## src/rtl/prbs23_pkg.sv

```systemverilog
package prbs23_pkg;
  localparam int LEN   = 23;
  localparam int TAP_A = 22;  // stage 23
  localparam int TAP_B = 17;  // stage 18
  typedef logic [LEN-1:0] prbs_state_t;
endpackage

```

## src/rtl/prbs23_unroll.sv

```systemverilog
module prbs23_unroll
  import prbs23_pkg::*;
#(
  parameter int W = 64
) (
  input  prbs_state_t  state_i,
  output prbs_state_t  next_o,
  output logic [W-1:0] word_o
);
  generate
    if (W == 1) begin : g_serial
      logic fb;
      assign fb     = state_i[TAP_A] ^ state_i[TAP_B];
      assign next_o = {state_i[LEN-2:0], fb};
      assign word_o = ~fb;
    end else begin : g_parallel
      always_comb begin
        prbs_state_t s;
        logic        fb;
        s      = state_i;
        word_o = '0;
        for (int k = 0; k < W; k++) begin
          fb            = s[TAP_A] ^ s[TAP_B];
          s             = {s[LEN-2:0], fb};
          word_o[W-1-k] = ~fb;
        end
        next_o = s;
      end
    end
  endgenerate
endmodule

```

## src/rtl/prbs23_state_reg.sv

```systemverilog
module prbs23_state_reg
  import prbs23_pkg::*;
#(
  parameter prbs_state_t SEED = '1
) (
  input  logic        clk_i,
  input  logic        rst_i,
  input  logic        adv_i,
  input  prbs_state_t next_i,
  output prbs_state_t state_o,
  output logic        zero_o
);
  prbs_state_t state_q;

  assign zero_o  = (state_q == '0);
  assign state_o = state_q;

  always_ff @(posedge clk_i) begin
    if (rst_i)       state_q <= SEED;
    else if (zero_o) state_q <= prbs_state_t'(1);
    else if (adv_i)  state_q <= next_i;
  end

  // an all-zero register always becomes 1 on the next edge
  a_r7_lock_escape: assert property (@(posedge clk_i) disable iff (rst_i)
    (state_q == '0) |=> (state_q == prbs_state_t'(1)));
endmodule

```

## src/rtl/prbs23_out_reg.sv

```systemverilog
module prbs23_out_reg #(
  parameter int W = 64
) (
  input  logic         clk_i,
  input  logic         rst_i,
  input  logic         en_i,
  input  logic         inj_i,
  input  logic [W-1:0] word_i,
  output logic [W-1:0] data_o,
  output logic         valid_o
);
  localparam logic [W-1:0] INJ_BIT = W'(1);

  always_ff @(posedge clk_i) begin
    if (rst_i) begin
      data_o  <= '0;
      valid_o <= 1'b0;
    end else begin
      valid_o <= en_i;
      if (en_i) data_o <= word_i ^ (inj_i ? INJ_BIT : '0);
    end
  end

  // valid tracks enable one edge later
  a_r5_valid_on: assert property (@(posedge clk_i) disable iff (rst_i)
    en_i |=> valid_o);
  a_r5_valid_off: assert property (@(posedge clk_i) disable iff (rst_i)
    !en_i |=> !valid_o);
  // idle clocks leave the output word untouched, inject included
  a_r6_hold_idle: assert property (@(posedge clk_i) disable iff (rst_i)
    !en_i |=> $stable(data_o));
endmodule

```

## src/rtl/prbs23_gen.sv

```systemverilog
module prbs23_gen
  import prbs23_pkg::*;
#(
  parameter int          W    = 64,
  parameter prbs_state_t SEED = '1
) (
  input  logic         clk_i,
  input  logic         rst_i,
  input  logic         en_i,
  input  logic         inj_i,
  output logic [W-1:0] data_o,
  output logic         valid_o
);
  prbs_state_t  state;
  prbs_state_t  next_state;
  logic [W-1:0] word;
  logic         zero;

  prbs23_state_reg #(.SEED(SEED)) u_state (
    .clk_i  (clk_i),
    .rst_i  (rst_i),
    .adv_i  (en_i),
    .next_i (next_state),
    .state_o(state),
    .zero_o (zero)
  );

  prbs23_unroll #(.W(W)) u_unroll (
    .state_i(state),
    .next_o (next_state),
    .word_o (word)
  );

  prbs23_out_reg #(.W(W)) u_out (
    .clk_i  (clk_i),
    .rst_i  (rst_i),
    .en_i   (en_i),
    .inj_i  (inj_i),
    .word_i (word),
    .data_o (data_o),
    .valid_o(valid_o)
  );

  // the word emitted from a locked register is all ones
  a_r7_lock_word_ones: assert property (@(posedge clk_i) disable iff (rst_i)
    (zero && en_i && !inj_i) |=> (data_o == '1));
endmodule

```

## config.mk

```make
export PLATFORM = sky130hd
export DESIGN_NAME = prbs23_gen
export DESIGN_NICKNAME = d
export VERILOG_FILES = /design/src/rtl/prbs23_pkg.sv /design/src/rtl/prbs23_unroll.sv /design/src/rtl/prbs23_state_reg.sv /design/src/rtl/prbs23_out_reg.sv /design/src/rtl/prbs23_gen.sv
export SDC_FILE = /design/constraint.sdc
export NUM_CORES = 1
export LEC_CHECK = 0
export BUFFER_PORTS_ARGS = -buffer_cell sky130_fd_sc_hd__buf_2
export CAP_MARGIN = 10
export CORE_ASPECT_RATIO = 0.75
export CORE_UTILIZATION = 45
export DETAILED_ROUTE_END_ITERATION = 8
export PLACE_DENSITY = 0.71
export SYNTH_ARGS = -nofsm -noshare
export SYNTH_HDL_FRONTEND = slang
export SYNTH_HIERARCHICAL = 1
export SYNTH_SLANG_ARGS = --single-unit
```

## constraint.sdc

```tcl
create_clock -name clk_i -period 3.4 [get_ports clk_i]
set_input_delay 0.34 -clock clk_i [delete_from_list [all_inputs] [get_ports clk_i]]
set_output_delay 0.34 -clock clk_i [all_outputs]
set_load 0.05 [all_outputs]
```

==> Word level (Yosys, flattened, before mapping) <==
Cells that the tools add are included.
{ "word_totals": {"register_bits": 88, "latchBits": 0, "mem_bits_rw": 0, "rom_bits": 0, "out_inout_bits": 65, "word_cells": 139, "n_memories": 0} }
{ "classes": {"add_sub_neg": 0, "n_mul": 0, "div_mod_pow": 0, "order_cmp": 0, "eq_ne": 0, "shifts": 0, "muxes": 3, "n_bitwise": 129, "n_reduce_logical": 3} }
{ "ops": {"columns": ["cell", "count"], "rows": [
  ["1-bit inverter", 64],
  ["1-bit XOR", 64],
  ["64-bit XOR", 1],
  ["23-bit two-way mux", 2],
  ["23-bit logical NOT", 1],
  ["2-bit nonzero test", 1],
  ["2-bit OR reduction", 1],
  ["1-bit two-way mux", 1]
]} }

==> Logic depth before layout (Yosys ltp) <==
Gate-level depths: netlist of run 1.
{ "logic_depth": {"word_depth": 6, "mapped_depth": 6} }

==> Cells and area by module <==
The synthesis of run 1 kept the hierarchy.
{ "modules_own_cells": {"columns": ["mod", "instances", "cells_per_inst", "area_per_inst_um2"], "rows": [
  ["prbs23_out_reg", 1, 210, 2353.5],
  ["prbs23_unroll", 1, 115, 1103.6],
  ["prbs23_state_reg", 1, 113, 1039.7]
]} }

==> Least setup slack after synthesis of run 1 <==
OpenSTA, ideal clock, no wires.
{ "synth_timing": {"kind": "reg-to-reg", "from": "reg u_state.state_q[5], in the netlist u_state/state_o[5]", "to": "reg u_state.state_q[0], in the netlist u_state/state_o[0]", "setup_ns": 0.120, "arrival_ns": 1.477, "required_time_ns": 3.280, "setup_slack_ns": 1.803, "path_stages_with_launch": 7, "period_less_slack_ns": 1.597, "path_cell_list": "dfxtp_1 buf_2 xnor2_2 xor2_1 buf_4 mux2_2 a211o_1"} }
{ "synth_between": {"elab_chain_cells": 3, "word_cells_on_any_way": 5} }
{ "synth_rtl": {"columns": ["element", "line_no", "source"], "rows": [
  ["start: declaration", "prbs23_state_reg.sv:13", "prbs_state_t state_q;"],
  ["start signal: assignment", "prbs23_state_reg.sv:20", "else if (zero_o) state_q <= prbs_state_t'(1);"],
  ["start signal: assignment", "prbs23_state_reg.sv:21", "else if (adv_i) state_q <= next_i;"],
  ["1-bit XOR (3 in a row)", "prbs23_unroll.sv:23", "fb = s[TAP_A] ^ s[TAP_B];"],
  ["net u_unroll.g_parallel.$1.fb", "prbs23_unroll.sv:19", "logic fb;"]
]} }
The timed path passes the listed nets, and every way through them passes these cells.
A chain may end at the register's enable or synchronous reset.

==> Worst setup path after layout of run 1 <==
{ "layout_timing": {"from": "reg u_state.state_q[0], in the netlist u_state/state_o[0]", "to": "reg u_state.state_q[5], in the netlist u_state/state_o[5]"} }
{ "layout_between": {"elab_chain_cells": 5, "word_cells_on_any_way": 9} }
{ "layout_rtl": {"columns": ["element", "line_no"], "rows": [
  ["1-bit XOR (3 in a row)", "prbs23_unroll.sv:23"],
  ["23-bit two-way mux", "prbs23_state_reg.sv:21"],
  ["23-bit two-way mux", "prbs23_state_reg.sv:20"]
]} }
Parallel ways exist; a longest one is shown, timed or not. The select of a mux whose other input is x is not followed.

==> impl_metrics.py, run 1 <==
metrics = {
    "run_status": {
        "status": "finished, final reports clean",
    },
    "global_routing": {
        "grt_pass1_vias": 2937,
        "overflow": 0,
        "grt_pass1_wl_um": 16100,
        "grt_start_max_net_pins": 65,
        "grt_usage": 0.2043,
        "antenna_found_initial": 0,
    },
    "sta": {
        "clock.fmax_ghz": 0.4784,
        "period_minus_slack_ns": 2.090,
        "slew_headroom": 0.4084,
        "skew_ns": 0.005343,
        "fin_ws_ns": 1.310,
        "whs_ns": 0.3243,
        "tightest_slew_ns": 0.8845,
        "hold_violations": 0,
        "fin_crit_sh": 0.6148,
        "slew_viol_final": 0,
        "rsz0062_at_grt": "false",
        "fin_setup_tns_ns": 0,
        "setup_viol": 0,
    },
    "cts": {
        "cts-htree-levels": 3,
        "cts_made_buffers": 9,
        "tritoncts": "built",
        "clk_pin_slew_ns": 0.06,
        "cts_buffer_depth": 2,
        "cts_resized": 0,
        "clock-sinks": 88,
        "clockRootBuffer": "clkbuf_16",
        "postCtsSetupBuffers": 0,
        "ctsHoldBuffers": 0,
        "clkLatencyLatePin_ns": 0.34,
    },
    "setup_path": {
        "r2r_slack_ns": 1.31,
        "crit_fanout": 22,
        "crit_arrival_ns": 2.28,
        "r2r_cells": 3,
        "rr_endpoint": "u_state/state_o[5]",
        "crit_start": "u_state/state_o[0]",
        "worstSetupPathType": "flop to flop",
        "cp-end-kind": "flop",
        "worst_setup_path_start_kind": "flop",
        "r2r-start": "u_state/state_o[0]",
        "critPathRequiredTime_ns": 3.59,
    },
    "detailed_routing": {
        "drt_iter0_markers": 211,
        "routed_via_density": 5.108,
        "via_count": 3116,
        "post_drt_wl_per_cell_um": 16.68,
        "routed_wl_um": 10180,
        "antenna_left": 0,
        "drc": 0,
        "drtPass1Iterations": 4,
    },
    "floorplanning": {
        "io_pins": 69,
        "die_x_um": 117.4,
        "rows": 31,
        "start_util": 0.4650,
        "fp.dieH_um": 88.51,
        "die_area_mm2": 0.01039,
        "coreArea_mm2": 0.009658,
    },
    "power": {
        "power_frac_seq": 0.309,
        "p_sw_frac": 0.4619,
        "power_frac_clock": 0.176,
        "ir_worst_vdd_v": 0.0005303,
        "power_density_mw_per_mm2": 1105,
        "p_leak_nw": 2.238,
        "p_comb_frac": 0.515,
        "p_int_w": 0.002972,
        "p_switching_w": 0.002551,
    },
    "layout": {
        "final_cell_mix": "dfxtp_1 (88), buf_2 (67), nor2_1 (65), mux2i_1 (63), xnor2_1 (56)",
        "final_common_cell": "dfxtp_1",
        "area_delta_synth_final_pct": 11.31,
        "drive_above_1_share": 0.2092,
        "nNetsFinal": 478,
        "final_core_utilization": 0.5176,
        "diodes": 0,
    },
    "run": {
        "cap_violations": 0,
    },
    "synth": {
        "netlist_instances": 437,
        "syn_area_per_cell_um2": 10.28,
        "synth_nets": 441,
        "yosysWarnings": 6,
        "synth_area_mm2": 0.004491,
    },
    "placed_design": {
        "hpwlAfterDp_um": 7048,
        "place_ws_ns": 1.344,
        "place_congestion": 0.8594,
        "port_buffers": 68,
    },
    "worst_hold_path": {
        "min_path_cells": 3,
        "hold_path_startpoint": "inj_i",
        "hold_path_class": "input pin to flop",
        "holdPathEnd": "u_out/data_o[0]",
    },
}
## per-stage QoR
step / power (W) / std cells / cell area [um2]
after floorplan: 0.003995 / 437 / 4491
after global routing: 0.005818 / 610 / 4999
after CTS: 0.005552 / 610 / 4999
after detailed placement: 0.004563 / 595 / 4711
after global placement: 0.004512 / 595 / 4711
final: 0.005523 / 610 / 4999
## worst max-delay path: stages (launching register included)
cell	delay, ns
dfxtp_1	0.42
or4_4	0.60
nor3_4	0.74
a21oi_1	0.17
## state kept, by name (all words and copies together), names as in the netlist
signal and cells:
u_out/valid_o 1, u_out/data_o 64, u_state/state_o 23
## power by group through the flow
stage	clock, W	sequential (W)	combinational (W)
6_report	0.000971	0.00171	0.00284
4_1_cts	0.000994	0.00171	0.00285
3_3_place_gp	0	0.00170	0.00281
2_1_floorplan	0	0.00233	0.00167
5_1_grt	0.00104	0.00175	0.00303
3_5_place_dp	0	0.00172	0.00284
## layout make-up
class                   instances  area [um2]
clock inverters                 4       45.04
fillers                       908        4659
repair buffers                 71       365.4
clock buffers                  11       242.7
well taps                     132       165.2
flip-flops and latches         88        1762
multi-input cells             302        2411
inverters                       2       7.507
## worst max path at each step
stage | endpoint | slack (ns) | cells after the start
floorplan | u_state/state_o[0] | 1.80 | 6
global route | u_state/state_o[20] | 1.23 | 3
finish | u_state/state_o[5] | 1.31 | 3
CTS | u_state/state_o[5] | 1.33 | 3
detailed placement | u_state/state_o[5] | 1.34 | 3
global placement | u_state/state_o[17] | 1.39 | 3
## routing by layer
layer,track usage,share of wire
met5,0,0
met3,0.04832,0.058
met4,0.09091,0.021
met2,0.3055,0.43
met1,0.2823,0.49
Note: power is estimated with default switching activity, not from simulation.
==> run 2, diff against run 1 <==
clock period = 2.1 ns   (was 3.4 ns; I/O delays follow)
==> run 2 against run 1 <==
  * Core utilization rose by 1.3 points
  * Non-clock buffer count rose by 10
  * Design area rose by 2.5%
  * Largest cell class unchanged
  * Largest power group unchanged
  * Highest routed layer unchanged
==> impl_metrics.py, run 2 (same netlist as run 1, synthesis figures left out) <==
metrics = {
    "run_status": {
        "status": "finished, final reports clean",
    },
    "placed_design": {
        "place_congestion": 0.8908,
        "port_buffers": 68,
        "place_ws_ns": 0.3712,
        "hpwlAfterDp_um": 7103,
    },
    "detailed_routing": {
        "drtPass1Iterations": 4,
        "drt_iter0_markers": 233,
        "post_drt_wl_per_cell_um": 16.38,
        "routed_via_density": 5.055,
        "via_count": 3139,
        "drc": 0,
        "routed_wl_um": 10170,
        "antenna_left": 0,
    },
    "sta": {
        "rsz0062_at_grt": "false",
        "slew_headroom": 0.6307,
        "hold_violations": 0,
        "slew_viol_final": 0,
        "clock.fmax_ghz": 0.5714,
        "setup_viol": 0,
        "fin_setup_tns_ns": 0,
        "period_minus_slack_ns": 1.750,
        "fin_ws_ns": 0.3500,
        "fin_crit_sh": 0.8333,
        "tightest_slew_ns": 0.5532,
        "whs_ns": 0.1923,
        "skew_ns": 0.004043,
    },
    "power": {
        "ir_worst_vdd_v": 0.0007769,
        "power_w": 0.009123,
        "power_density_mw_per_mm2": 1781,
        "p_leak_nw": 2.298,
    },
    "setup_path": {
        "worstSetupPathType": "flop to flop",
        "crit_arrival_ns": 1.97,
        "worst_setup_path_start_kind": "flop",
        "critPathRequiredTime_ns": 2.32,
        "crit_fanout": 7,
        "r2r_cells": 4,
        "cp-end-kind": "flop",
    },
    "floorplanning": {
        "io_pins": 69,
        "start_util": 0.4650,
        "rows": 31,
        "fp.dieH_um": 88.51,
        "die_area_mm2": 0.01039,
        "coreArea_mm2": 0.009658,
        "die_x_um": 117.4,
    },
    "cts": {
        "cts-htree-levels": 3,
        "ctsHoldBuffers": 0,
        "clock-sinks": 88,
        "cts_made_buffers": 9,
        "clk_pin_slew_ns": 0.06,
        "clkLatencyLatePin_ns": 0.34,
        "postCtsSetupBuffers": 0,
        "tritoncts": "built",
        "cts_resized": 0,
        "cts_buffer_depth": 2,
        "clockRootBuffer": "clkbuf_16",
    },
    "layout": {
        "area_delta_synth_final_pct": 14.04,
        "final_cell_mix": "dfxtp_1 (88), buf_2 (67), nor2_1 (65), mux2i_1 (63), xnor2_1 (56)",
        "final_core_utilization": 0.5303,
        "largest_reg_flops": 64,
        "nNetsFinal": 488,
        "final_common_cell": "dfxtp_1",
        "ff_latch_area_mm2": 0.001762,
        "diodes": 0,
        "drive_above_1_share": 0.2270,
        "top_register": "u_out/data_o",
        "fillCellCount": 901,
        "multiInputGateArea_mm2": 0.002411,
    },
    "global_routing": {
        "grt_usage": 0.2055,
        "overflow": 0,
        "antenna_found_initial": 0,
        "grt_pass1_wl_um": 16130,
        "grt_pass1_vias": 2992,
        "grt_start_max_net_pins": 65,
    },
    "worst_hold_path": {
        "hold_path_class": "input pin to flop",
        "min_path_cells": 3,
    },
    "run": {
        "cap_violations": 0,
    },
}
[run 2: metal layers]
metal  part of all wire  up-vias  wire (um)  global-route usage
li1                   -     1544          -                   -
met1               0.49     1487       4974              0.2820
met2               0.43       95       4370              0.3088
met3              0.062       13        634             0.05863
met4              0.019        0        194             0.07556
met5                  0        -          0                   0
[run 2: final cells by class]
type,instances,share of cell area
repair buffers,81,0.08844
flip-flops and latches,88,0.3440
inverters,2,0.001466
well taps,132,0.03225
clock inverters,5,0.01564
multi-input cells,302,0.4708
clock buffers,11,0.04740
[run 2: critical path: stages, from the launching register on]
cell and delay [ns]:
dfxtp_1 0.56, xnor3_1 0.57, xor2_1 0.18, a211oi_1 0.26
a21oi_1 0.07
[run 2: metrics by stage]
stage / area [um2] / instances
global placement: 4798 / 605
detailed placement: 4798 / 605
CTS: 5121 / 621
global route: 5121 / 621
finish: 5121 / 621
floorplan: 4491 / 437
[run 2: final timing paths]
check / start / to / slack [ns]
worst max register to register: u_state/state_o[3] / u_state/state_o[8] / 0.35
worst max-delay path: u_state/state_o[3] / u_state/state_o[8] / 0.35
worst min-delay path: inj_i / u_out/data_o[0] / 0.19
worst min register to register: u_out/data_o[51] / u_out/data_o[51] / 0.49
[run 2: power breakdown]
group	internal, W	switching, W
combinational	0.00174	0.00289
clock	0.00107	0.000645
sequential	0.00217	0.000598
total	0.00499	0.00413
